===== src/rtl/irqpin_pkg.sv =====
package irqpin_pkg;

    // Pending vector layout (decoded by the core)
    localparam int PEND_W  = 4;
    localparam int PB_EXT  = 0;
    localparam int PB_SMI  = 1;
    localparam int PB_MCK  = 2;
    localparam int PB_SRST = 3;

    // Pin lane assignment
    localparam int PIN_EXT   = 0;
    localparam int PIN_SMI   = 1;
    localparam int PIN_MCK   = 2;
    localparam int PIN_STOP  = 3;
    localparam int PIN_HRST  = 4;
    localparam int PIN_SRST  = 5;
    localparam int PIN_KNOWN = 6;   // lanes at this index and above are undefined

    typedef struct packed {
        logic [PEND_W-1:0] set;
        logic [PEND_W-1:0] clr;
        logic              halt_upd;
        logic              halt_val;
    } pin_evt_t;

endpackage


===== src/rtl/irqpin_sync.sv =====
module irqpin_sync #(
    parameter int WIDTH  = 8,
    parameter int STAGES = 2
) (
    input  logic             clk_i,
    input  logic             rst_ni,
    input  logic [WIDTH-1:0] din_i,
    output logic [WIDTH-1:0] dout_o
);

    typedef struct packed {
        logic [STAGES-1:0][WIDTH-1:0] chain;
    } sync_st_t;

    sync_st_t st_d, st_q;

    always_comb begin
        st_d = st_q;
        st_d.chain[0] = din_i;
        for (int s = 1; s < STAGES; s++) begin
            st_d.chain[s] = st_q.chain[s-1];
        end
    end

    always_ff @(posedge clk_i or negedge rst_ni) begin
        if (!rst_ni) begin
            st_q <= '0;
        end else begin
            st_q <= st_d;
        end
    end

    assign dout_o = st_q.chain[STAGES-1];

endmodule


===== src/rtl/irqpin_decode.sv =====
module irqpin_decode
    import irqpin_pkg::*;
#(
    parameter int NUM_PINS = 8
) (
    input  logic                clk_i,
    input  logic                rst_ni,
    input  logic [NUM_PINS-1:0] lvl_i,
    output pin_evt_t            evt_o
);

    typedef struct packed {
        logic [NUM_PINS-1:0] last;
    } dec_st_t;

    dec_st_t             st_d, st_q;
    logic [NUM_PINS-1:0] known;
    logic [NUM_PINS-1:0] chg;

    // Lanes with a defined function; others never update their stored level
    for (genvar i = 0; i < NUM_PINS; i++) begin : g_known
        if (i < PIN_KNOWN) begin : g_def
            assign known[i] = 1'b1;
        end else begin : g_undef
            assign known[i] = 1'b0;
        end
    end

    assign chg = (lvl_i ^ st_q.last) & known;

    always_comb begin
        st_d      = st_q;
        st_d.last = (st_q.last & ~chg) | (lvl_i & chg);

        evt_o = '0;
        // level pins, active high
        evt_o.set[PB_EXT]  = chg[PIN_EXT] &  lvl_i[PIN_EXT];
        evt_o.clr[PB_EXT]  = chg[PIN_EXT] & ~lvl_i[PIN_EXT];
        evt_o.set[PB_SMI]  = chg[PIN_SMI] &  lvl_i[PIN_SMI];
        evt_o.clr[PB_SMI]  = chg[PIN_SMI] & ~lvl_i[PIN_SMI];
        // machine check: falling edge only, never cleared by the pin
        evt_o.set[PB_MCK]  = chg[PIN_MCK] & ~lvl_i[PIN_MCK];
        // soft reset follows its pin
        evt_o.set[PB_SRST] = chg[PIN_SRST] &  lvl_i[PIN_SRST];
        evt_o.clr[PB_SRST] = chg[PIN_SRST] & ~lvl_i[PIN_SRST];
        // checkstop drives halt; hard-reset lane is tracked only
        evt_o.halt_upd     = chg[PIN_STOP];
        evt_o.halt_val     = lvl_i[PIN_STOP];
    end

    always_ff @(posedge clk_i or negedge rst_ni) begin
        if (!rst_ni) begin
            st_q <= '0;
        end else begin
            st_q <= st_d;
        end
    end

    // unchanged samples raise no event
    p_quiet_r2 : assert property (@(posedge clk_i) disable iff (!rst_ni)
        ((lvl_i & known) == (st_q.last & known)) |->
            (evt_o.set == '0 && evt_o.clr == '0 && !evt_o.halt_upd));

    // a rising machine-check lane sets nothing
    p_mck_rise_r4 : assert property (@(posedge clk_i) disable iff (!rst_ni)
        (lvl_i[PIN_MCK] && !st_q.last[PIN_MCK]) |-> !evt_o.set[PB_MCK]);

    // undefined lanes keep their stored level
    for (genvar u = PIN_KNOWN; u < NUM_PINS; u++) begin : g_undef_chk
        p_undef_stable_r9 : assert property (@(posedge clk_i) disable iff (!rst_ni)
            1'b1 |=> $stable(st_q.last[u]));
    end

endmodule


===== src/rtl/irqpin_pend.sv =====
module irqpin_pend
    import irqpin_pkg::*;
(
    input  logic              clk_i,
    input  logic              rst_ni,
    input  pin_evt_t          evt_i,
    input  logic [PEND_W-1:0] ack_i,
    output logic [PEND_W-1:0] pend_o,
    output logic              irq_o,
    output logic              halt_o
);

    typedef struct packed {
        logic [PEND_W-1:0] pend;
        logic              irq;
        logic              halt;
    } pend_st_t;

    pend_st_t st_d, st_q;

    always_comb begin
        st_d      = st_q;
        // set dominates both pin clears and core acknowledges
        st_d.pend = (st_q.pend & ~ack_i & ~evt_i.clr) | evt_i.set;
        st_d.irq  = |st_d.pend;
        if (evt_i.halt_upd) begin
            st_d.halt = evt_i.halt_val;
        end
    end

    always_ff @(posedge clk_i or negedge rst_ni) begin
        if (!rst_ni) begin
            st_q <= '0;
        end else begin
            st_q <= st_d;
        end
    end

    assign pend_o = st_q.pend;
    assign irq_o  = st_q.irq;
    assign halt_o = st_q.halt;

    for (genvar b = 0; b < PEND_W; b++) begin : g_bit_chk
        // set wins over a same-cycle acknowledge
        p_set_wins_r8 : assert property (@(posedge clk_i) disable iff (!rst_ni)
            evt_i.set[b] |=> st_q.pend[b]);
        // acknowledge clears when no set competes
        p_ack_clears_r8 : assert property (@(posedge clk_i) disable iff (!rst_ni)
            (ack_i[b] && !evt_i.set[b]) |=> !st_q.pend[b]);
    end

    // summary request matches the vector
    p_irq_sum_r7 : assert property (@(posedge clk_i) disable iff (!rst_ni)
        st_q.irq == (st_q.pend != '0));

    // no event and no acknowledge keeps the vector
    p_hold_r2 : assert property (@(posedge clk_i) disable iff (!rst_ni)
        (evt_i.set == '0 && evt_i.clr == '0 && ack_i == '0) |=> $stable(st_q.pend));

    // halt only moves on a checkstop change
    p_halt_hold_r5 : assert property (@(posedge clk_i) disable iff (!rst_ni)
        !evt_i.halt_upd |=> $stable(st_q.halt));

endmodule


===== src/rtl/irqpin_cond.sv =====
module irqpin_cond
    import irqpin_pkg::*;
#(
    parameter int NUM_PINS    = 8,
    parameter int SYNC_STAGES = 2
) (
    input  logic                clk_i,
    input  logic                rst_ni,
    input  logic [NUM_PINS-1:0] pins_i,
    input  logic [PEND_W-1:0]   ack_i,
    output logic [PEND_W-1:0]   pend_o,
    output logic                irq_o,
    output logic                halt_o
);

    logic [NUM_PINS-1:0] lvl_sync;
    pin_evt_t            evt;

    irqpin_sync #(
        .WIDTH  (NUM_PINS),
        .STAGES (SYNC_STAGES)
    ) i_sync (
        .clk_i  (clk_i),
        .rst_ni (rst_ni),
        .din_i  (pins_i),
        .dout_o (lvl_sync)
    );

    irqpin_decode #(
        .NUM_PINS (NUM_PINS)
    ) i_decode (
        .clk_i  (clk_i),
        .rst_ni (rst_ni),
        .lvl_i  (lvl_sync),
        .evt_o  (evt)
    );

    irqpin_pend i_pend (
        .clk_i  (clk_i),
        .rst_ni (rst_ni),
        .evt_i  (evt),
        .ack_i  (ack_i),
        .pend_o (pend_o),
        .irq_o  (irq_o),
        .halt_o (halt_o)
    );

    // machine-check bit never drops without an acknowledge
    p_mck_sticky_r4 : assert property (@(posedge clk_i) disable iff (!rst_ni)
        ($past(pend_o[PB_MCK]) && !$past(ack_i[PB_MCK])) |-> pend_o[PB_MCK]);

endmodule


===== config.mk =====
export PLATFORM = sky130hd
export DESIGN_NAME = irqpin_cond
export DESIGN_NICKNAME = d
export VERILOG_FILES = /design/src/rtl/irqpin_pkg.sv /design/src/rtl/irqpin_sync.sv /design/src/rtl/irqpin_decode.sv /design/src/rtl/irqpin_pend.sv /design/src/rtl/irqpin_cond.sv
export SDC_FILE = /design/constraint.sdc
export NUM_CORES = 1
export LEC_CHECK = 0
export BUFFER_PORTS_ARGS = -buffer_cell sky130_fd_sc_hd__buf_4
export CORE_MARGIN = 2
export CORE_UTILIZATION = 44
export DETAILED_ROUTE_END_ITERATION = 10
export HOLD_SLACK_MARGIN = 0.03
export PLACE_DENSITY = 0.75
export SYNTH_ARGS = -nofsm -noshare
export SYNTH_HDL_FRONTEND = slang
export SYNTH_SLANG_ARGS = --single-unit

===== constraint.sdc =====
create_clock -name clk_i -period 1.35 [get_ports clk_i]
set_input_delay 0.27 -clock clk_i [delete_from_list [all_inputs] [get_ports clk_i]]
set_output_delay 0.27 -clock clk_i [all_outputs]
set_load 0.02 [all_outputs]

==> results.cfg <==
[floorplan]
die_height_um = 45.34
die_area_sq_mm = 0.002056
die_x_um = 45.34
fp-row-count = 14
core-area_sq_mm = 0.001559
io-pin-count = 20
start_util_pct = 48.23

[layout]
area_delta_synth_final_pct = 36.11
nNetsFinal = 104
fin_cells = 97
fin_area_sq_mm = 0.001023
drive_gt1_share_pct = 49.38
final_core_util_pct = 65.65
antenna_cells = 0

[global_route]
grt_pass1_vias = 450
grt_max_degree = 22
grt.total_usage_pct = 12.36
antenna_found_initial = 0
grt_pass1_wl_mm = 1.731
grt_overflow = 0

[logic_synthesis]
yosys.area_share.adder_pct = 13.31
yosysTopAreaCellShare_pct = 69.88
synthTopCellsByCount = 21 x dfrtp_1, 8 x ha_1, 7 x inv_1
synth_mux_area_share_pct = 1.498
synth_compound_area_share_pct = 3.494
synth_most_common_cell = dfrtp_1
ys_seq_elements = 21
synthXorXnorAreaFrac_pct = 0
synthTopCellsByArea = dfrtp_1 70%, ha_1 13%, inv_1 3.5%
synth_area_sq_um = 752.0
yosysTopAreaCell = dfrtp_1
synth_cell_type_count = 13
postSynthCellCount = 52
synthSimpleGateAreaFrac_pct = 6.822
syn_nets = 74
yosysSeqAreaShare_pct = 69.88
synth-edff-count = 0
ys.flop_type = dfrtp_1
syn_area_per_cell_sq_um = 14.46
synth_top_family_by_area = adder cells
yosysWarnings = 0
ys_async_sr_fraction_pct = 100.0

[outcome]
outcome = finished with violations
failed_checks = negative setup slack

[worst_setup_path]
worst-endpoint-arrival_ns = 1.62
start_kind = flop
max_stage_delay_ns = 0.47
critical_path_class = flop to flop
ff2ff_setup_slack_ns = -0.10
endpoint_kind = flop
cp_max_fo = 2
crit_family = simple AND/OR/NAND/NOR gates
critPathBufInv = 1
path_cells = inv_1 -> ha_1 -> nand3b_1 -> o21ai_1 -> or4_1
cp_slowest_cell = or4_1
required_ns = 1.52

[sta]
final_hold_viol_count = 0
slew_viol_final = 0
layout_min_cycle_time_ns = 1.452
relSlewSlack_pct = 83.08
tightest_slew_ns = 0.2538
fin_setup_tns_ns = -0.1019
hold_slack_ns = 0.07909
fin_ws_ns = -0.1019
max_freq_mhz = 688.8
rsz0062_at_grt = true
skew_ns = 0.004438
fin_crit_sh_pct = 107.5
setup_viol_count_final = 1

[routing]
via_per_inst = 4.732
via_count = 459
postRouteAntennaNets = 0
dr.pass1.iters = 4
wl_per_cell_um = 10.67
finalWirelength_mm = 1.035
drc = 0
drt-initial-drc-count = 5

[placed_design]
portBuffers = 16
gp_congestion = 0.6599
place_area_sq_um = 945.9
dp_hpwl_um = 793.6
dpl.cell_count = 89
pre_cts_ws_ns = -0.1291

[clock_network]
insertion_delay_ns = 0.29
clockBufferDepth = 2
cts.sinks = 21
cts_tree = yes
cts-root-buf = clkbuf_4
cts_buffers = 3
htreeDepth = 1
path_clk_slew_ns = 0.10

[pwr]
ir_worst_vdd_v = 0.0007437
p_leak_nw = 0.5279
totalPowerFinal_mw = 1.292
power.density_mw_per_mm2 = 1262

[flow_run]
drv_cap = 0

[min_path]
hp-class = input port to flop
==> registers in the layout (all words and copies together) (netlist names) <==
| register | count |
|---|---|
| i_pend.pend_o | 4 |
| i_sync.dout_o | 5 |
| i_decode.st_q | 5 |
| i_pend.halt_o | 1 |
| i_pend.irq_o | 1 |
| i_sync.st_d | 5 |
==> logic make-up after synthesis <==
kind of cell    Yosys count
fa+ha+maj                 8
mux                       1
simple gates              8
buf+inv                  10
flops                    21
compound gates            4
==> layer usage <==
metal	part of all wire (%)	global-route usage (%)	up-vias
met4	0.58	7.059	0
li1	-	-	224
met1	46	15.43	219
met3	5.9	2.400	2
met2	47	20.00	14
met5	0	0	-
==> cell type report <==
type | instances | area, sq um
Timing Repair Buffer | 26 | 197.7
Inverter | 9 | 33.78
Fill cell | 129 | 535.5
Tap cell | 16 | 20.02
Sequential cell | 21 | 525.5
Clock buffer | 4 | 26.28
Multi-Input combinational cell | 21 | 220.2
==> timing repair <==
item / 4_1_cts / 5_1_grt
gates resized for setup: 3 / 0
endpoints found under the hold margin: 21 / 0
cloned: 0 / 0
endpoints found under the setup margin: 1 / 1
hold buffers: 1 / 0
pin swaps: 2 / 1
setup buffers: 2 / 1
==> final timing paths <==
path                                         endpoint                  startpoint  cells past startpoint
max                            i_pend.irq_o$_DFF_PN0_  i_decode.st_q[1]$_DFF_PN0_                      5
min                          i_sync.st_d[9]$_DFF_PN0_                   pins_i[1]                      1
max reg2reg                    i_pend.irq_o$_DFF_PN0_  i_decode.st_q[1]$_DFF_PN0_                      5
min reg2reg                i_sync.dout_o[2]$_DFF_PN0_   i_sync.st_d[10]$_DFF_PN0_                      0
max in group asynchronous  i_pend.pend_o[3]$_DFF_PN0_                      rst_ni                      2
min in group asynchronous  i_pend.pend_o[1]$_DFF_PN0_                      rst_ni                      2
==> power by group <==
group | switching (mW) | leakage (nW) | internal [mW]
Clock | 0.162 | 0.0150 | 0.115
Combinational | 0.130 | 0.265 | 0.159
Sequential | 0.0323 | 0.248 | 0.694
Total | 0.324 | 0.528 | 0.968
==> cells in the final DEF (no fill, tap or decap) <==
master and count:
nand3b_1 2, o21ai_1 1, or4_1 1, clkbuf_4 3, o22ai_2 1, o21ai_2 1
or2_2 4, inv_1 6, o22ai_1 1, buf_4 25, inv_2 3, nand2_1 1
ha_1 6, dlygate4sd3_1 1, mux2_2 1, clkbuf_1 1, ha_4 2, dfrtp_1 21
Note: power is estimated with default switching activity, not from simulation.
